--- config.mk ---
export PLATFORM = sky130hd
export DESIGN_NAME = rxd_engine
export DESIGN_NICKNAME = d
export VERILOG_FILES = /design/src/rtl/rxd_pkg.sv /design/src/rtl/rxd_byte_pack.sv /design/src/rtl/rxd_next_addr.sv /design/src/rtl/rxd_status_word.sv /design/src/rtl/rxd_engine.sv
export SDC_FILE = /design/constraint.sdc
export NUM_CORES = 1
export LEC_CHECK = 0
export ABC_AREA = 1
export BUFFER_PORTS_ARGS = -buffer_cell sky130_fd_sc_hd__buf_2
export CORE_UTILIZATION = 45
export DETAILED_ROUTE_END_ITERATION = 12
export HOLD_SLACK_MARGIN = 0.03
export SLEW_MARGIN = 30
export SYNTH_ARGS = -nofsm -noshare
export SYNTH_HDL_FRONTEND = slang
export SYNTH_SLANG_ARGS = --single-unit
--- constraint.sdc ---
create_clock -name clk -period 9.1 [get_ports clk]
set_input_delay 0.455 -clock clk [delete_from_list [all_inputs] [get_ports clk]]
set_output_delay 0.455 -clock clk [all_outputs]
set_load 0.01 [all_outputs]
--- src/rtl/rxd_pkg.sv ---
package rxd_pkg;

  localparam int WORD_W      = 32;
  localparam int LEN_W       = 14;
  localparam int SIZE_W      = 11;
  localparam int DESC_BYTES  = 16;

  // status word bit positions (decoded by host software)
  localparam int ST_OWN      = 31;
  localparam int ST_FILT     = 30;
  localparam int ST_LEN_LO   = 16;
  localparam int ST_ERRSUM   = 15;
  localparam int ST_DESCERR  = 14;
  localparam int ST_RUNT     = 11;
  localparam int ST_MCAST    = 10;
  localparam int ST_FIRST    = 9;
  localparam int ST_LAST     = 8;
  localparam int ST_TOOLONG  = 7;
  localparam int ST_COLL     = 6;
  localparam int ST_LTYPE    = 5;
  localparam int ST_CRC      = 1;

  // control word bit positions
  localparam int CT_CHAIN    = 24;
  localparam int CT_RINGEND  = 25;

  typedef enum logic [3:0] {
    S_IDLE, S_SUSP, S_FETCH, S_FILL, S_WRD, S_BUFEND, S_PEEK, S_DROP, S_WB
  } rxd_state_t;

  typedef struct packed {
    logic crc;
    logic coll;
    logic ltype;
    logic mcast;
    logic filt;
  } rxd_flags_t;

endpackage

--- src/rtl/rxd_byte_pack.sv ---
module rxd_byte_pack #(
  parameter int LANES = 4
) (
  input  logic                 clk,
  input  logic                 rst_n,
  input  logic                 clr,
  input  logic                 push,
  input  logic [7:0]           din,
  output logic [8*LANES-1:0]   word,
  output logic                 at_last_lane
);
  localparam int CW = (LANES > 1) ? $clog2(LANES) : 1;

  logic [CW-1:0] cnt_q, cnt_d;
  logic          cnt_en;

  always_comb begin
    cnt_en = clr | push;
    cnt_d  = clr ? '0 : cnt_q + 1'b1;
  end

  always_ff @(posedge clk or negedge rst_n) begin
    if (!rst_n)      cnt_q <= '0;
    else if (cnt_en) cnt_q <= cnt_d;
  end

  assign at_last_lane = (cnt_q == CW'(LANES - 1));

  for (genvar g = 0; g < LANES; g++) begin : g_lane
    logic [7:0] lane_q;
    logic       lane_en;
    assign lane_en = clr | (push && (cnt_q == CW'(g)));
    always_ff @(posedge clk or negedge rst_n) begin
      if (!rst_n)       lane_q <= '0;
      else if (lane_en) lane_q <= clr ? 8'h00 : din;
    end
    assign word[8*g +: 8] = lane_q;
  end

endmodule

--- src/rtl/rxd_next_addr.sv ---
module rxd_next_addr #(
  parameter int AW = 32
) (
  input  logic [AW-1:0] cur_addr,
  input  logic [AW-1:0] base_addr,
  input  logic [AW-1:0] addr2,
  input  logic          chained,
  input  logic          ring_end,
  output logic [AW-1:0] next_addr
);
  import rxd_pkg::*;

  always_comb begin
    if (ring_end)     next_addr = base_addr;
    else if (chained) next_addr = addr2;
    else              next_addr = cur_addr + AW'(DESC_BYTES);
  end

endmodule

--- src/rtl/rxd_status_word.sv ---
module rxd_status_word #(
  parameter int MAX_LEN = 1518,
  parameter int MIN_LEN = 64
) (
  input  logic                      first,
  input  logic                      last,
  input  logic                      trunc,
  input  logic [rxd_pkg::LEN_W-1:0] len,
  input  rxd_pkg::rxd_flags_t       flags,
  output logic [rxd_pkg::WORD_W-1:0] status
);
  import rxd_pkg::*;

  logic de, tl, runt;

  always_comb begin
    de   = last & trunc;
    tl   = last && (len > LEN_W'(MAX_LEN));
    runt = last && (len < LEN_W'(MIN_LEN));
    status = '0;
    status[ST_FIRST] = first;
    status[ST_LAST]  = last;
    if (last) begin
      status[ST_FILT]                       = flags.filt;
      status[ST_LEN_LO +: LEN_W]            = de ? '0 : len;
      status[ST_DESCERR]                    = de;
      status[ST_RUNT]                       = runt;
      status[ST_MCAST]                      = flags.mcast;
      status[ST_TOOLONG]                    = tl;
      status[ST_COLL]                       = flags.coll;
      status[ST_LTYPE]                      = flags.ltype;
      status[ST_CRC]                        = flags.crc;
      status[ST_ERRSUM] = flags.crc | flags.coll | tl | runt | de;
    end
  end

endmodule

--- src/rtl/rxd_engine.sv ---
module rxd_engine #(
  parameter int AW      = 32,
  parameter int MAX_LEN = 1518,
  parameter int MIN_LEN = 64
) (
  input  logic          clk,
  input  logic          rst_n,
  input  logic [AW-1:0] list_base,
  input  logic          poll_demand,
  output logic          rx_unavail,
  input  logic          rx_valid,
  output logic          rx_ready,
  input  logic [7:0]    rx_data,
  input  logic          rx_last,
  input  logic          rx_crc_err,
  input  logic          rx_collision,
  input  logic          rx_long_type,
  input  logic          rx_multicast,
  input  logic          rx_filter_miss,
  output logic          mem_req_valid,
  input  logic          mem_req_ready,
  output logic          mem_req_write,
  output logic [AW-1:0] mem_req_addr,
  output logic [31:0]   mem_req_wdata,
  input  logic          mem_rsp_valid,
  input  logic [31:0]   mem_rsp_rdata
);
  import rxd_pkg::*;

  localparam int LANES = WORD_W / 8;

  // reset: asynchronous assert, synchronous release
  logic [1:0] rst_sync_q;
  logic       rst_q;
  always_ff @(posedge clk or negedge rst_n) begin
    if (!rst_n) rst_sync_q <= 2'b00;
    else        rst_sync_q <= {rst_sync_q[0], 1'b1};
  end
  assign rst_q = rst_sync_q[1];

  // state
  rxd_state_t        st_q, st_d;
  logic [1:0]        idx_q, idx_d;
  logic              wait_q, wait_d;
  logic [AW-1:0]     cur_q, cur_d;
  logic [SIZE_W-1:0] b1_q, b1_d, b2_q, b2_d;
  logic              chain_q, chain_d, ring_q, ring_d;
  logic [AW-1:0]     a1_q, a1_d, a2_q, a2_d;
  logic [AW-1:0]     bufa_q, bufa_d;
  logic [SIZE_W-1:0] left_q, left_d;
  logic              inb2_q, inb2_d;
  logic              fd_q, fd_d;
  logic              mid_q, mid_d;
  logic              trunc_q, trunc_d;
  logic [LEN_W-1:0]  len_q, len_d;
  logic              lastb_q, lastb_d;
  logic              final_q, final_d;
  rxd_flags_t        flg_q, flg_d;

  logic              pk_clr, pk_push, pk_at_last;
  logic [WORD_W-1:0] pk_word;
  logic [AW-1:0]     nxt_addr;
  logic [WORD_W-1:0] status_w;
  rxd_flags_t        flg_in;
  logic [LEN_W-1:0]  len_inc;

  rxd_byte_pack #(.LANES(LANES)) u_pack (
    .clk(clk), .rst_n(rst_q), .clr(pk_clr), .push(pk_push),
    .din(rx_data), .word(pk_word), .at_last_lane(pk_at_last)
  );

  rxd_next_addr #(.AW(AW)) u_next (
    .cur_addr(cur_q), .base_addr(list_base), .addr2(a2_q),
    .chained(chain_q), .ring_end(ring_q), .next_addr(nxt_addr)
  );

  rxd_status_word #(.MAX_LEN(MAX_LEN), .MIN_LEN(MIN_LEN)) u_status (
    .first(fd_q), .last(final_q), .trunc(trunc_q), .len(len_q),
    .flags(flg_q), .status(status_w)
  );

  always_comb begin
    flg_in.crc   = rx_crc_err;
    flg_in.coll  = rx_collision;
    flg_in.ltype = rx_long_type;
    flg_in.mcast = rx_multicast;
    flg_in.filt  = rx_filter_miss;
    len_inc = (len_q == {LEN_W{1'b1}}) ? len_q : len_q + 1'b1;
  end

  // next-state logic
  always_comb begin
    st_d = st_q;  idx_d = idx_q;  wait_d = wait_q;  cur_d = cur_q;
    b1_d = b1_q;  b2_d = b2_q;    chain_d = chain_q; ring_d = ring_q;
    a1_d = a1_q;  a2_d = a2_q;    bufa_d = bufa_q;   left_d = left_q;
    inb2_d = inb2_q; fd_d = fd_q; mid_d = mid_q;     trunc_d = trunc_q;
    len_d = len_q; lastb_d = lastb_q; final_d = final_q; flg_d = flg_q;
    pk_clr = 1'b0; pk_push = 1'b0;
    mem_req_valid = 1'b0; mem_req_write = 1'b0;
    mem_req_addr = cur_q; mem_req_wdata = '0;
    rx_ready = 1'b0;

    unique case (st_q)
      S_IDLE, S_SUSP: begin
        if (poll_demand) begin
          st_d = S_FETCH; idx_d = 2'd0; wait_d = 1'b0;
          if (st_q == S_IDLE) cur_d = list_base;
        end
      end

      S_FETCH: begin
        mem_req_addr = cur_q + {{(AW-4){1'b0}}, idx_q, 2'b00};
        if (!wait_q) begin
          mem_req_valid = 1'b1;
          if (mem_req_ready) wait_d = 1'b1;
        end else if (mem_rsp_valid) begin
          wait_d = 1'b0;
          idx_d  = idx_q + 1'b1;
          unique case (idx_q)
            2'd0: if (!mem_rsp_rdata[ST_OWN]) st_d = S_SUSP;
            2'd1: begin
              b1_d    = mem_rsp_rdata[SIZE_W-1:0];
              b2_d    = mem_rsp_rdata[2*SIZE_W-1:SIZE_W];
              chain_d = mem_rsp_rdata[CT_CHAIN];
              ring_d  = mem_rsp_rdata[CT_RINGEND];
            end
            2'd2: a1_d = mem_rsp_rdata[AW-1:0];
            default: begin
              a2_d   = mem_rsp_rdata[AW-1:0];
              bufa_d = a1_q;
              left_d = b1_q;
              inb2_d = 1'b0;
              fd_d   = ~mid_q;
              st_d   = S_FILL;
            end
          endcase
        end
      end

      S_FILL: begin
        if (left_q == '0) begin
          st_d = S_BUFEND;
        end else begin
          rx_ready = 1'b1;
          if (rx_valid) begin
            pk_push = 1'b1;
            len_d   = len_inc;
            left_d  = left_q - 1'b1;
            if (rx_last) begin
              lastb_d = 1'b1;
              flg_d   = flg_in;
            end
            if (pk_at_last || rx_last || (left_q == SIZE_W'(1))) st_d = S_WRD;
          end
        end
      end

      S_WRD: begin
        mem_req_valid = 1'b1;
        mem_req_write = 1'b1;
        mem_req_addr  = bufa_q;
        mem_req_wdata = pk_word;
        if (mem_req_ready) begin
          pk_clr = 1'b1;
          bufa_d = bufa_q + AW'(LANES);
          if (lastb_q) begin
            final_d = 1'b1;
            st_d    = S_WB;
          end else begin
            st_d = S_FILL;
          end
        end
      end

      S_BUFEND: begin
        if (!inb2_q && !chain_q && (b2_q != '0)) begin
          bufa_d = a2_q;
          left_d = b2_q;
          inb2_d = 1'b1;
          st_d   = S_FILL;
        end else begin
          wait_d = 1'b0;
          st_d   = S_PEEK;
        end
      end

      S_PEEK: begin
        mem_req_addr = nxt_addr;
        if (!wait_q) begin
          mem_req_valid = 1'b1;
          if (mem_req_ready) wait_d = 1'b1;
        end else if (mem_rsp_valid) begin
          wait_d = 1'b0;
          if (mem_rsp_rdata[ST_OWN]) begin
            final_d = 1'b0;
            st_d    = S_WB;
          end else begin
            trunc_d = 1'b1;
            st_d    = S_DROP;
          end
        end
      end

      S_DROP: begin
        rx_ready = 1'b1;
        if (rx_valid) begin
          len_d = len_inc;
          if (rx_last) begin
            lastb_d = 1'b1;
            flg_d   = flg_in;
            final_d = 1'b1;
            st_d    = S_WB;
          end
        end
      end

      S_WB: begin
        mem_req_valid = 1'b1;
        mem_req_write = 1'b1;
        mem_req_addr  = cur_q;
        mem_req_wdata = status_w;
        if (mem_req_ready) begin
          cur_d  = nxt_addr;
          idx_d  = 2'd0;
          wait_d = 1'b0;
          st_d   = S_FETCH;
          if (final_q) begin
            mid_d = 1'b0; trunc_d = 1'b0; len_d = '0; lastb_d = 1'b0;
          end else begin
            mid_d = 1'b1;
          end
        end
      end

      default: st_d = S_IDLE;
    endcase
  end

  // registers
  always_ff @(posedge clk or negedge rst_q) begin
    if (!rst_q) begin
      st_q <= S_IDLE; idx_q <= '0; wait_q <= 1'b0; cur_q <= '0;
      b1_q <= '0; b2_q <= '0; chain_q <= 1'b0; ring_q <= 1'b0;
      a1_q <= '0; a2_q <= '0; bufa_q <= '0; left_q <= '0;
      inb2_q <= 1'b0; fd_q <= 1'b0; mid_q <= 1'b0; trunc_q <= 1'b0;
      len_q <= '0; lastb_q <= 1'b0; final_q <= 1'b0; flg_q <= '0;
    end else begin
      st_q <= st_d; idx_q <= idx_d; wait_q <= wait_d; cur_q <= cur_d;
      b1_q <= b1_d; b2_q <= b2_d; chain_q <= chain_d; ring_q <= ring_d;
      a1_q <= a1_d; a2_q <= a2_d; bufa_q <= bufa_d; left_q <= left_d;
      inb2_q <= inb2_d; fd_q <= fd_d; mid_q <= mid_d; trunc_q <= trunc_d;
      len_q <= len_d; lastb_q <= lastb_d; final_q <= final_d; flg_q <= flg_d;
    end
  end

  assign rx_unavail = (st_q == S_SUSP);

  // assertions
  AST_REQ_HELD: assert property (@(posedge clk) disable iff (!rst_q)
    (mem_req_valid && !mem_req_ready) |=> (mem_req_valid && $stable(mem_req_addr)
      && $stable(mem_req_write) && $stable(mem_req_wdata)));

  AST_SUSP_AFTER_UNOWNED: assert property (@(posedge clk) disable iff (!rst_q)
    $rose(rx_unavail) |-> ($past(mem_rsp_valid) && !$past(mem_rsp_rdata[ST_OWN])));

  AST_WB_RELEASES_OWN: assert property (@(posedge clk) disable iff (!rst_q)
    (mem_req_valid && mem_req_write && (mem_req_addr == cur_q) && (st_q == S_WB))
      |-> !mem_req_wdata[ST_OWN]);

  AST_DESCERR_SUMMARY: assert property (@(posedge clk) disable iff (!rst_q)
    (st_q == S_WB && mem_req_valid && mem_req_wdata[ST_DESCERR])
      |-> (mem_req_wdata[ST_ERRSUM] && mem_req_wdata[ST_LAST]));

  AST_TRUNC_NO_LEN: assert property (@(posedge clk) disable iff (!rst_q)
    (st_q == S_WB && mem_req_valid && mem_req_wdata[ST_DESCERR])
      |-> (mem_req_wdata[ST_LEN_LO +: LEN_W] == '0));

  AST_NO_RX_IDLE: assert property (@(posedge clk) disable iff (!rst_q)
    (st_q == S_FETCH || st_q == S_WB || st_q == S_PEEK) |-> !rx_ready);

endmodule

==> results of run 1 <==
## per-layer routing
layer  wire, um  vias up  global-route usage
li1           -     7229                   -
met1      21600     7056               0.396
met2      23300      468               0.505
met3       2850      134              0.0382
met4       3210        6               0.172
met5         28        -                   0
## state kept, by name, indices dropped and copies added (netlist names), 2 cells and up
| register | cells |
|---|---|
| flg_q | 5 |
| left_q | 11 |
| u_pack.cnt_q | 2 |
| u_pack.g_lane.lane_q | 32 |
| b1_q | 11 |
| idx_q | 2 |
| a2_q | 32 |
| a1_q | 32 |
| cur_q | 32 |
| b2_q | 11 |
| rst_sync_q | 2 |
| bufa_q | 32 |
| len_q | 14 |
| st_q | 4 |
## cell type report
type / instances / area, um^2
sequential: 231 / 5780
clock inverter: 12 / 169
inverter: 210 / 793
timing repair buffer: 164 / 860
fill: 3306 / 15700
clock buffer: 35 / 767
tap: 442 / 553
multi-input combinational: 1602 / 7780
## logic make-up after synthesis
| group | count (synthesis) | synth area share |
|---|---|---|
| buf+inv | 306 | 0.0871 |
| fa+ha+maj | 16 | 0.0140 |
| compound gates | 454 | 0.180 |
| other cells | 1 | 0.000253 |
| xor+xnor | 16 | 0.00944 |
| flops | 231 | 0.389 |
| simple gates | 1115 | 0.319 |
## timing repair
action,in CTS,in global routing
hold buffers,1,0
setup buffers,0,0
hold endpoints to repair,2,0
## through the flow
step / util / hold slack, ns / area, um^2
after global routing: 0.515 / 0.123 / 16700
after detailed placement: 0.486 / 0.242 / 15800
after global placement: 0.486 / 0.240 / 15800
after CTS: 0.515 / 0.116 / 16700
after floorplan: - / 0.159 / 14800
final: 0.515 / 0.129 / 16700
## path summary, 6_finish.rpt
kind / from / to / slack, ns / cells past startpoint
min in group asynchronous: rst_n / rst_sync_q[1] / 0.19 / 2
hold reg to reg: rst_sync_q[1] / b1_q[1] / 0.33 / 0
setup reg to reg: st_q[3] / cur_q[5] / 4.93 / 9
max in group asynchronous: rst_sync_q[1] / a1_q[26] / 7.48 / 1
hold / removal: rx_long_type / flg_q[2] / 0.13 / 3
setup / recovery: st_q[3] / mem_req_wdata[15] / 4.36 / 7
## where the power goes
| group | leakage [nW] | switching [W] | internal (W) |
|---|---|---|---|
| registers | 3.07 | 0.000422 | 0.00140 |
| logic | 4.40 | 0.00166 | 0.000796 |
| clock network | 0.455 | 0.000468 | 0.000680 |
| total | 7.93 | 0.00255 | 0.00288 |
## cell usage in the layout, fill, tap and decap left out, types with 15 or more instances in the layout
cell type	instances
sky130_fd_sc_hd__a21oi_1	96
sky130_fd_sc_hd__buf_2	151
sky130_fd_sc_hd__clkbuf_16	28
sky130_fd_sc_hd__dfrtp_1	230
sky130_fd_sc_hd__ha_1	15
sky130_fd_sc_hd__inv_1	194
sky130_fd_sc_hd__nand2_1	700
sky130_fd_sc_hd__nand3_1	153
sky130_fd_sc_hd__nand4_1	29
sky130_fd_sc_hd__nor2_1	162
sky130_fd_sc_hd__nor3_1	19
sky130_fd_sc_hd__o211ai_1	31
sky130_fd_sc_hd__o21ai_0	164
sky130_fd_sc_hd__o21ai_1	81
sky130_fd_sc_hd__o21ai_2	26
sky130_fd_sc_hd__xor2_1	15
## worst reg2reg max path, delay by kind of cell (launching register included)
family	cells	cell delay (ns)
AO/OA/AOI/OAI	2	0.32
buffers and inverters	3	1.32
flip-flops	1	0.80
AND/OR/NAND/NOR	4	1.61
==> run_summary.xml, run 1 <==
<?xml version="1.0" encoding="UTF-8"?>
<metrics>
  <group name="run_status">
    <metric name="status" unit="">complete, no violations</metric>
  </group>
  <group name="power_and_ir_drop">
    <metric name="leakagePower" unit="nW">7.93</metric>
    <metric name="total_power" unit="W">0.00543</metric>
    <metric name="p_per_area" unit="nW/um^2">325</metric>
    <metric name="ir_worst_vdd" unit="V">0.000210</metric>
  </group>
  <group name="clocking">
    <metric name="cts_htree_levels" unit="">1</metric>
    <metric name="numClockSinks" unit="">231</metric>
    <metric name="clock_transition_at_the_registers_of_the_reported_paths" unit="ns">0.06</metric>
    <metric name="cts.path.max_buffers" unit="">3</metric>
    <metric name="clk-insertion-delay-late" unit="ns">0.57</metric>
    <metric name="cts_tree" unit="">done</metric>
    <metric name="cts_resized" unit="">0</metric>
    <metric name="root_cell_of_the_clock_tree" unit="">sky130_fd_sc_hd__clkbuf_16</metric>
    <metric name="num_cts_buffers" unit="">28</metric>
  </group>
  <group name="final_layout">
    <metric name="final_layout_size_suffix_gt1_frac" unit="">0.129</metric>
    <metric name="nNetsFinal" unit="">2337</metric>
    <metric name="n_antenna_cell" unit="">0</metric>
    <metric name="stdcell_count" unit="">2696</metric>
    <metric name="area_delta_synth_final" unit="%">12.6</metric>
  </group>
  <group name="sta">
    <metric name="max_slew.worst_pin.slew" unit="ns">0.947</metric>
    <metric name="timing.final.crit_share" unit="">0.521</metric>
    <metric name="setup_viol" unit="">0</metric>
    <metric name="skew" unit="ns">0.0186</metric>
    <metric name="max_freq" unit="MHz">211</metric>
    <metric name="report.final.hold_viol_count" unit="">0</metric>
    <metric name="slew_headroom" unit="">0.367</metric>
    <metric name="unrepaired_setup_endpoints_after_global_routing" unit="">no</metric>
    <metric name="maxSlewViolCount" unit="">0</metric>
    <metric name="layout_min_cycle_time" unit="ns">4.74</metric>
    <metric name="timing.setup.tns" unit="ns">0</metric>
    <metric name="post-route-worst-setup-slack" unit="ns">4.36</metric>
  </group>
  <group name="logic_synthesis">
    <metric name="synth_top_cell_area_share" unit="">0.389</metric>
    <metric name="synth_commonest_cells" unit="">sky130_fd_sc_hd__nand2_1 (701), sky130_fd_sc_hd__dfrtp_1 (231), sky130_fd_sc_hd__inv_1 (194)</metric>
    <metric name="syn-instance-count" unit="">2139</metric>
    <metric name="yosys_most_used_dff" unit="">sky130_fd_sc_hd__dfrtp_1</metric>
    <metric name="ys_seq_area_frac" unit="">0.389</metric>
    <metric name="postSynth.asyncResetShare" unit="">1.00</metric>
    <metric name="synth.lib_cells_used.distinct" unit="">51</metric>
    <metric name="synth_seq_cells" unit="">231</metric>
    <metric name="yosysMostFrequentCell" unit="">sky130_fd_sc_hd__nand2_1</metric>
    <metric name="avg_cell_area_syn" unit="um^2">6.94</metric>
    <metric name="syn-num-nets" unit="">2239</metric>
    <metric name="synth_area" unit="um^2">14800</metric>
    <metric name="synth_area_leader_cell" unit="">sky130_fd_sc_hd__dfrtp_1</metric>
    <metric name="synth-warning-count" unit="">0</metric>
    <metric name="leading_post_synthesis_cells_by_cell_area" unit="">sky130_fd_sc_hd__dfrtp_1 (39%), sky130_fd_sc_hd__nand2_1 (18%), sky130_fd_sc_hd__o21ai_0 (5.5%)</metric>
    <metric name="synth_enable_flop_cells" unit="">0</metric>
  </group>
  <group name="worst_hold_path">
    <metric name="hold_class" unit="">primary input to register</metric>
  </group>
  <group name="floorplan">
    <metric name="rows" unit="">66</metric>
    <metric name="fp.dieW" unit="um">184</metric>
    <metric name="ios" unit="">152</metric>
    <metric name="core-area" unit="um^2">32500</metric>
    <metric name="effective_utilization_at_floorplan" unit="">0.457</metric>
    <metric name="die_h" unit="um">184</metric>
    <metric name="die_outline_area" unit="um^2">33700</metric>
  </group>
  <group name="place">
    <metric name="place.port_buffers" unit="">151</metric>
    <metric name="post-dp-hpwl" unit="um">36700</metric>
    <metric name="dp_worst_setup_slack" unit="ns">4.95</metric>
    <metric name="routability_congestion_estimate_from_global_placement" unit="">0.975</metric>
    <metric name="placedCellCount" unit="">2648</metric>
  </group>
  <group name="critical_path">
    <metric name="critical-path-top-cell-by-count" unit="">sky130_fd_sc_hd__nand2_1</metric>
    <metric name="path_max_fanout" unit="">40</metric>
    <metric name="crit_type" unit="">register to output port</metric>
    <metric name="crit_buf_inv" unit="">3</metric>
    <metric name="crit_start_category" unit="">register</metric>
    <metric name="crit_path_cell_trace" unit="">nand3_2 -&gt; inv_2 -&gt; nand2_1 -&gt; inv_1 -&gt; o21ai_0 -&gt; nand2_1 -&gt; buf_2</metric>
    <metric name="required" unit="ns">8.65</metric>
    <metric name="worst_path_largest_cell_delay" unit="ns">0.84</metric>
    <metric name="worst_path_dominant_cell_family" unit="">buffers and inverters</metric>
    <metric name="critical_path.slowest_cell" unit="">sky130_fd_sc_hd__inv_2</metric>
    <metric name="worst_ep_arrival_time" unit="ns">4.28</metric>
    <metric name="cp-end-kind" unit="">output port</metric>
  </group>
  <group name="global_route">
    <metric name="grt_antenna_before_repair" unit="">3</metric>
    <metric name="grt_overflow" unit="">0</metric>
    <metric name="grt_pass1_wl" unit="um">80500</metric>
    <metric name="globalRouteTotalUtil" unit="">0.309</metric>
    <metric name="grt_max_degree" unit="">76</metric>
    <metric name="first_global_vias" unit="">14500</metric>
  </group>
  <group name="drt">
    <metric name="iter_0_drt_violations" unit="">1190</metric>
    <metric name="ant_nets" unit="">0</metric>
    <metric name="wl_per_cell" unit="um">18.9</metric>
    <metric name="drt_pass1_iterations" unit="">6</metric>
    <metric name="drt-total-wl" unit="um">51000</metric>
    <metric name="drc_violations" unit="">0</metric>
    <metric name="viasPerCell" unit="">5.52</metric>
    <metric name="via_count" unit="">14900</metric>
  </group>
  <group name="run">
    <metric name="max_cap_viol_count" unit="">0</metric>
  </group>
</metrics>
Power figures use the tool's default switching activity.
==> run 2: changes to the inputs <==
==> constraint.sdc (replaced) <==
create_clock -name clk -period 4.8 [get_ports clk]
set_input_delay 0.24 -clock clk [delete_from_list [all_inputs] [get_ports clk]]
set_output_delay 0.24 -clock clk [all_outputs]
set_load 0.01 [all_outputs]
==> run 2 against run 1 <==
  * First-iteration DRC count grew 11%
  * Sequential power grew 90%
  * Clock-buffer cell count down 2
  * Power rose by 94%
==> run_summary.xml, run 2 (synthesis results as in run 1) <==
<?xml version="1.0" encoding="UTF-8"?>
<metrics>
  <group name="drt">
    <metric name="wl_per_cell" unit="um">18.9</metric>
    <metric name="drt-total-wl" unit="um">52300</metric>
    <metric name="via_count" unit="">15100</metric>
    <metric name="viasPerCell" unit="">5.46</metric>
    <metric name="drt_pass1_iterations" unit="">6</metric>
    <metric name="drc_violations" unit="">0</metric>
    <metric name="iter_0_drt_violations" unit="">1326</metric>
    <metric name="ant_nets" unit="">0</metric>
  </group>
  <group name="sta">
    <metric name="post-route-worst-setup-slack" unit="ns">0.869</metric>
    <metric name="maxSlewViolCount" unit="">0</metric>
    <metric name="timing.final.crit_share" unit="">0.819</metric>
    <metric name="slew_headroom" unit="">0.363</metric>
    <metric name="layout_min_cycle_time" unit="ns">3.93</metric>
    <metric name="timing.setup.tns" unit="ns">0</metric>
    <metric name="max_freq" unit="MHz">254</metric>
    <metric name="unrepaired_setup_endpoints_after_global_routing" unit="">no</metric>
    <metric name="setup_viol" unit="">0</metric>
    <metric name="report.final.hold_viol_count" unit="">0</metric>
    <metric name="skew" unit="ns">0.0175</metric>
    <metric name="max_slew.worst_pin.slew" unit="ns">0.955</metric>
  </group>
  <group name="critical_path">
    <metric name="crit_buf_inv" unit="">4</metric>
    <metric name="timing.reg2reg.worst_path_depth" unit="">9</metric>
    <metric name="r2r_start" unit="">st_q[3]</metric>
    <metric name="setup.reg_to_reg.worst_slack" unit="ns">1.27</metric>
    <metric name="worst_ep_arrival_time" unit="ns">3.69</metric>
    <metric name="r2r_end" unit="">a2_q[15]</metric>
    <metric name="path_max_fanout" unit="">22</metric>
    <metric name="crit_start_category" unit="">register</metric>
    <metric name="crit_type" unit="">register to output port</metric>
    <metric name="crit_path_cell_trace" unit="">inv_2 -&gt; nand2_4 -&gt; nor2_8 -&gt; nor2_1 -&gt; buf_4 -&gt; inv_1 -&gt; o21ai_0 -&gt; buf_2</metric>
    <metric name="worst_path_largest_cell_delay" unit="ns">0.84</metric>
    <metric name="worst_path_dominant_cell_family" unit="">buffers and inverters</metric>
    <metric name="critical_path.slowest_cell" unit="">sky130_fd_sc_hd__dfrtp_1</metric>
    <metric name="cp-end-kind" unit="">output port</metric>
    <metric name="required" unit="ns">4.56</metric>
  </group>
  <group name="floorplan">
    <metric name="die_outline_area" unit="um^2">33700</metric>
    <metric name="fp.dieW" unit="um">184</metric>
    <metric name="effective_utilization_at_floorplan" unit="">0.457</metric>
    <metric name="rows" unit="">66</metric>
    <metric name="ios" unit="">152</metric>
    <metric name="core-area" unit="um^2">32500</metric>
    <metric name="die_h" unit="um">184</metric>
  </group>
  <group name="clocking">
    <metric name="clock_transition_at_the_registers_of_the_reported_paths" unit="ns">0.06</metric>
    <metric name="numClockSinks" unit="">231</metric>
    <metric name="cts_tree" unit="">done</metric>
    <metric name="cts.path.max_buffers" unit="">3</metric>
    <metric name="clk-insertion-delay-late" unit="ns">0.58</metric>
    <metric name="cts_htree_levels" unit="">1</metric>
    <metric name="num_cts_buffers" unit="">28</metric>
    <metric name="root_cell_of_the_clock_tree" unit="">sky130_fd_sc_hd__clkbuf_16</metric>
    <metric name="post-cts-setup-buffers" unit="">0</metric>
  </group>
  <group name="global_route">
    <metric name="globalRouteTotalUtil" unit="">0.315</metric>
    <metric name="grt_max_degree" unit="">107</metric>
    <metric name="grt_overflow" unit="">0</metric>
    <metric name="grt_antenna_before_repair" unit="">0</metric>
    <metric name="first_global_vias" unit="">14500</metric>
    <metric name="grt_pass1_wl" unit="um">81800</metric>
  </group>
  <group name="run_status">
    <metric name="status" unit="">complete, no violations</metric>
  </group>
  <group name="power_and_ir_drop">
    <metric name="p_per_area" unit="nW/um^2">604</metric>
    <metric name="ir_worst_vdd" unit="V">0.000286</metric>
    <metric name="leakagePower" unit="nW">8.24</metric>
  </group>
  <group name="place">
    <metric name="routability_congestion_estimate_from_global_placement" unit="">0.941</metric>
    <metric name="post-dp-hpwl" unit="um">37300</metric>
    <metric name="placedCellCount" unit="">2652</metric>
    <metric name="place.port_buffers" unit="">151</metric>
    <metric name="dp_worst_setup_slack" unit="ns">1.17</metric>
  </group>
  <group name="worst_hold_path">
    <metric name="hold_class" unit="">primary input to register</metric>
    <metric name="timing.hold.worst_endpoint" unit="">b2_q[10]</metric>
    <metric name="worstHoldPathCells" unit="">3</metric>
    <metric name="min-delay-start" unit="">mem_rsp_rdata[21]</metric>
  </group>
  <group name="run">
    <metric name="max_cap_viol_count" unit="">0</metric>
  </group>
  <group name="final_layout">
    <metric name="n_antenna_cell" unit="">0</metric>
    <metric name="commonest_cells_after_routing_fill_and_taps_aside" unit="">sky130_fd_sc_hd__nand2_1 (700), sky130_fd_sc_hd__dfrtp_1 (230), sky130_fd_sc_hd__inv_1 (194), sky130_fd_sc_hd__o21ai_0 (164), sky130_fd_sc_hd__nor2_1 (162)</metric>
    <metric name="stdcell_count" unit="">2765</metric>
    <metric name="nNetsFinal" unit="">2402</metric>
    <metric name="layout.cells.most_common" unit="">sky130_fd_sc_hd__nand2_1</metric>
    <metric name="area_delta_synth_final" unit="%">17.5</metric>
    <metric name="final_layout_size_suffix_gt1_frac" unit="">0.129</metric>
    <metric name="fillCellCount" unit="">3266</metric>
  </group>
</metrics>
-- run 2: worst max path at each step --
stage	startpoint	to	slack [ns]	cells past startpoint
6_report	st_q[3]	mem_req_addr[2]	0.87	8
5_1_grt	st_q[3]	mem_req_addr[2]	0.81	8
4_1_cts	st_q[3]	mem_req_addr[2]	1.01	8
3_5_place_dp	st_q[3]	cur_q[11]	1.17	10
3_3_place_gp	st_q[3]	cur_q[9]	1.30	10
2_1_floorplan	rst_sync_q[1]	a1_q[0]	1.00	0
-- run 2: cell type report --
cell class	instances	area [um^2]	area share
Sequential cell	231	5780	0.332
Inverter	210	793	0.0455
Clock inverter	18	260	0.0149
Timing Repair Buffer	229	1510	0.0865
Multi-Input combinational cell	1602	7790	0.446
Clock buffer	33	759	0.0435
Tap cell	442	553	0.0317
-- run 2: per-layer routing --
| metal | vias up | global-route usage | wire, um |
|---|---|---|---|
| li1 | 7375 | - | - |
| met5 | - | 0 | 0 |
| met1 | 7064 | 0.412 | 22600 |
| met3 | 134 | 0.0440 | 2950 |
| met2 | 529 | 0.508 | 23900 |
| met4 | 0 | 0.160 | 2820 |
-- run 2: through the flow --
step                hold WS [ns]  power (W)  area [um^2]   util
finish                    0.0499     0.0105        17400  0.538
global route              0.0656     0.0113        17400  0.538
CTS                       0.0304     0.0105        17400  0.537
detailed placement        0.0328    0.00809        15800  0.487
global placement          0.0256    0.00801        15800  0.487
floorplan                -0.0556    0.00658        14800      -
-- run 2: power breakdown --
| group | switching [W] | internal (W) |
|---|---|---|
| Sequential | 0.000799 | 0.00265 |
| Clock | 0.000949 | 0.00141 |
| Combinational | 0.00318 | 0.00155 |
-- run 2: worst register-to-register path: stages, from the launching register on --
cell	delay, ns
sky130_fd_sc_hd__dfrtp_1	0.67
sky130_fd_sc_hd__inv_2	0.55
sky130_fd_sc_hd__nand2_4	0.19
sky130_fd_sc_hd__nor2_8	0.35
sky130_fd_sc_hd__inv_2	0.33
sky130_fd_sc_hd__nor2_4	0.24
sky130_fd_sc_hd__nand2_2	0.46
sky130_fd_sc_hd__buf_4	0.44
sky130_fd_sc_hd__nand2_1	0.09
sky130_fd_sc_hd__o21ai_0	0.08
-- run 2: timing repair --
action | 4_1_cts | 5_1_grt
setup endpoints to repair | 0 | 0
endpoints found under the hold margin | 110 | 0
gates resized for setup | 0 | 0
hold buffers | 62 | 0
==> run 3: changes to the inputs <==
==> constraint.sdc (replaced) <==
create_clock -name clk -period 3.8 [get_ports clk]
set_input_delay 0.19 -clock clk [delete_from_list [all_inputs] [get_ports clk]]
set_output_delay 0.19 -clock clk [all_outputs]
set_load 0.01 [all_outputs]
==> run 3 against run 2 <==
  * Setup slack got worse by 0.34 ns
  * Clock power increased by 31%
  * Global-route usage is 0.23 points higher
==> run_summary.xml, run 3 (synthesis results as in run 1) <==
<?xml version="1.0" encoding="UTF-8"?>
<metrics>
  <group name="floorplan">
    <metric name="die_outline_area" unit="um^2">33700</metric>
    <metric name="ios" unit="">152</metric>
    <metric name="fp.dieW" unit="um">184</metric>
    <metric name="core-area" unit="um^2">32500</metric>
    <metric name="effective_utilization_at_floorplan" unit="">0.457</metric>
    <metric name="rows" unit="">66</metric>
    <metric name="die_h" unit="um">184</metric>
  </group>
  <group name="global_route">
    <metric name="grt_overflow" unit="">0</metric>
    <metric name="grt_max_degree" unit="">79</metric>
    <metric name="first_global_vias" unit="">14800</metric>
    <metric name="grt_antenna_before_repair" unit="">1</metric>
    <metric name="grt_pass1_wl" unit="um">82500</metric>
    <metric name="globalRouteTotalUtil" unit="">0.317</metric>
  </group>
  <group name="critical_path">
    <metric name="path_max_fanout" unit="">26</metric>
    <metric name="critical-path-top-cell-by-count" unit="">sky130_fd_sc_hd__buf_4</metric>
    <metric name="cp-end-kind" unit="">output port</metric>
    <metric name="worst_ep_arrival_time" unit="ns">3.08</metric>
    <metric name="worst_path_dominant_cell_family" unit="">buffers and inverters</metric>
    <metric name="crit_path_cell_trace" unit="">inv_2 -&gt; buf_4 -&gt; nand2_1 -&gt; nor2_2 -&gt; buf_4 -&gt; nand3_1 -&gt; a21oi_1 -&gt; buf_2</metric>
    <metric name="required" unit="ns">3.61</metric>
    <metric name="crit_buf_inv" unit="">4</metric>
    <metric name="critical_path.slowest_cell" unit="">sky130_fd_sc_hd__dfrtp_1</metric>
    <metric name="crit_type" unit="">register to output port</metric>
    <metric name="worst_path_largest_cell_delay" unit="ns">0.65</metric>
    <metric name="crit_start_category" unit="">register</metric>
  </group>
  <group name="sta">
    <metric name="slew_headroom" unit="">0.434</metric>
    <metric name="layout_min_cycle_time" unit="ns">3.27</metric>
    <metric name="timing.final.crit_share" unit="">0.860</metric>
    <metric name="timing.setup.tns" unit="ns">0</metric>
    <metric name="report.final.hold_viol_count" unit="">0</metric>
    <metric name="setup_viol" unit="">0</metric>
    <metric name="unrepaired_setup_endpoints_after_global_routing" unit="">no</metric>
    <metric name="post-route-worst-setup-slack" unit="ns">0.534</metric>
    <metric name="maxSlewViolCount" unit="">0</metric>
    <metric name="max_freq" unit="MHz">306</metric>
    <metric name="hold_ws" unit="ns">0.0342</metric>
    <metric name="max_slew.worst_pin.slew" unit="ns">0.848</metric>
    <metric name="skew" unit="ns">0.0192</metric>
  </group>
  <group name="power_and_ir_drop">
    <metric name="leakagePower" unit="nW">8.35</metric>
    <metric name="p_per_area" unit="nW/um^2">762</metric>
    <metric name="total_power" unit="W">0.0135</metric>
    <metric name="ir_worst_vdd" unit="V">0.000430</metric>
  </group>
  <group name="drt">
    <metric name="drc_violations" unit="">0</metric>
    <metric name="ant_nets" unit="">0</metric>
    <metric name="via_count" unit="">15300</metric>
    <metric name="iter_0_drt_violations" unit="">1370</metric>
    <metric name="viasPerCell" unit="">5.48</metric>
    <metric name="drt_pass1_iterations" unit="">6</metric>
    <metric name="drt-total-wl" unit="um">52300</metric>
    <metric name="wl_per_cell" unit="um">18.7</metric>
  </group>
  <group name="clocking">
    <metric name="num_cts_buffers" unit="">29</metric>
    <metric name="cts_resized" unit="">0</metric>
    <metric name="clock_transition_at_the_registers_of_the_reported_paths" unit="ns">0.06</metric>
    <metric name="numClockSinks" unit="">231</metric>
    <metric name="clk-insertion-delay-late" unit="ns">0.59</metric>
    <metric name="cts.path.max_buffers" unit="">3</metric>
    <metric name="cts_htree_levels" unit="">1</metric>
    <metric name="root_cell_of_the_clock_tree" unit="">sky130_fd_sc_hd__clkbuf_16</metric>
    <metric name="cts_tree" unit="">done</metric>
    <metric name="post-cts-setup-buffers" unit="">0</metric>
  </group>
  <group name="worst_hold_path">
    <metric name="hold_class" unit="">primary input to register</metric>
  </group>
  <group name="run">
    <metric name="max_cap_viol_count" unit="">0</metric>
  </group>
  <group name="place">
    <metric name="place.port_buffers" unit="">151</metric>
    <metric name="dp_worst_setup_slack" unit="ns">0.990</metric>
    <metric name="post-dp-hpwl" unit="um">37100</metric>
    <metric name="routability_congestion_estimate_from_global_placement" unit="">0.968</metric>
  </group>
  <group name="run_status">
    <metric name="status" unit="">complete, no violations</metric>
  </group>
  <group name="final_layout">
    <metric name="commonest_cells_after_routing_fill_and_taps_aside" unit="">sky130_fd_sc_hd__nand2_1 (700), sky130_fd_sc_hd__dfrtp_1 (230), sky130_fd_sc_hd__inv_1 (194), sky130_fd_sc_hd__o21ai_0 (164), sky130_fd_sc_hd__nor2_1 (162)</metric>
    <metric name="layout.cells.most_common" unit="">sky130_fd_sc_hd__nand2_1</metric>
    <metric name="final_layout_size_suffix_gt1_frac" unit="">0.131</metric>
    <metric name="area_delta_synth_final" unit="%">19.4</metric>
    <metric name="nNetsFinal" unit="">2426</metric>
  </group>
</metrics>
## run 3: changes by cell type in the layout (fill, tap and decap cells not counted), sizes merged
| cell | before | now |
|---|---|---|
| bufinv | 5 | 6 |
| diode | 0 | 1 |
| inv | 210 | 212 |
| buf | 167 | 173 |
| dlygate4sd3 | 62 | 79 |
| clkbuf | 33 | 32 |
| clkinv | 7 | 8 |
## run 3: path summary, 6_finish.rpt
check | cells past startpoint | slack (ns) | from | endpoint
worst max-delay path | 8 | 0.53 | st_q[3] | mem_req_addr[24]
worst min-delay path | 3 | 0.03 | rx_data[5] | u_pack.g_lane[3].lane_q[5]
worst max register to register | 11 | 0.87 | st_q[3] | bufa_q[13]
worst min register to register | 0 | 0.36 | rst_sync_q[0] | rst_sync_q[1]
max in group asynchronous | 1 | 2.37 | rst_sync_q[1] | a1_q[20]
min in group asynchronous | 0 | 0.45 | rst_sync_q[1] | left_q[0]
## run 3: where the power goes
group	internal [W]	switching, W	leakage (nW)
registers	0.00335	0.00102	3.07
logic	0.00203	0.00401	4.79
clock network	0.00185	0.00123	0.502
total	0.00723	0.00627	8.35
## run 3: final cells by class
cell class,instances,area (um^2)
diodes,1,2.50
clock buffers,32,747
clock inverters,22,319
fillers,3247,14700
inverters,210,793
multi-input cells,1602,7770
flip-flops and latches,231,5780
well taps,442,553
repair buffers,252,1750
## run 3: repair_timing
action | CTS | global route
endpoints found under the hold margin | 140 | 0
endpoints found under the setup margin | 0 | 0
hold buffers | 79 | 0
## run 3: worst reg2reg max path: cells and delay by family (launching register included)
kind	cells	cell delay (ns)
AO/OA/AOI/OAI	1	0.10
AND/OR/NAND/NOR	6	1.03
flip-flops	1	0.65
buffers and inverters	4	1.05
## run 3: layer usage
metal | share of wire | vias up | GRT usage
li1 | - | 7416 | -
met1 | 0.42 | 7191 | 0.412
met2 | 0.46 | 563 | 0.511
met3 | 0.058 | 141 | 0.0414
met4 | 0.058 | 2 | 0.174
met5 | 0.00021 | - | 0
## run 3: stage by stage
step,instance area (um^2),util,instances
floorplan,14800,-,2139
global placement,15900,0.489,2658
detailed placement,15900,0.489,2658
CTS,17700,0.546,2791
global route,17700,0.546,2791
finish,17700,0.546,2792
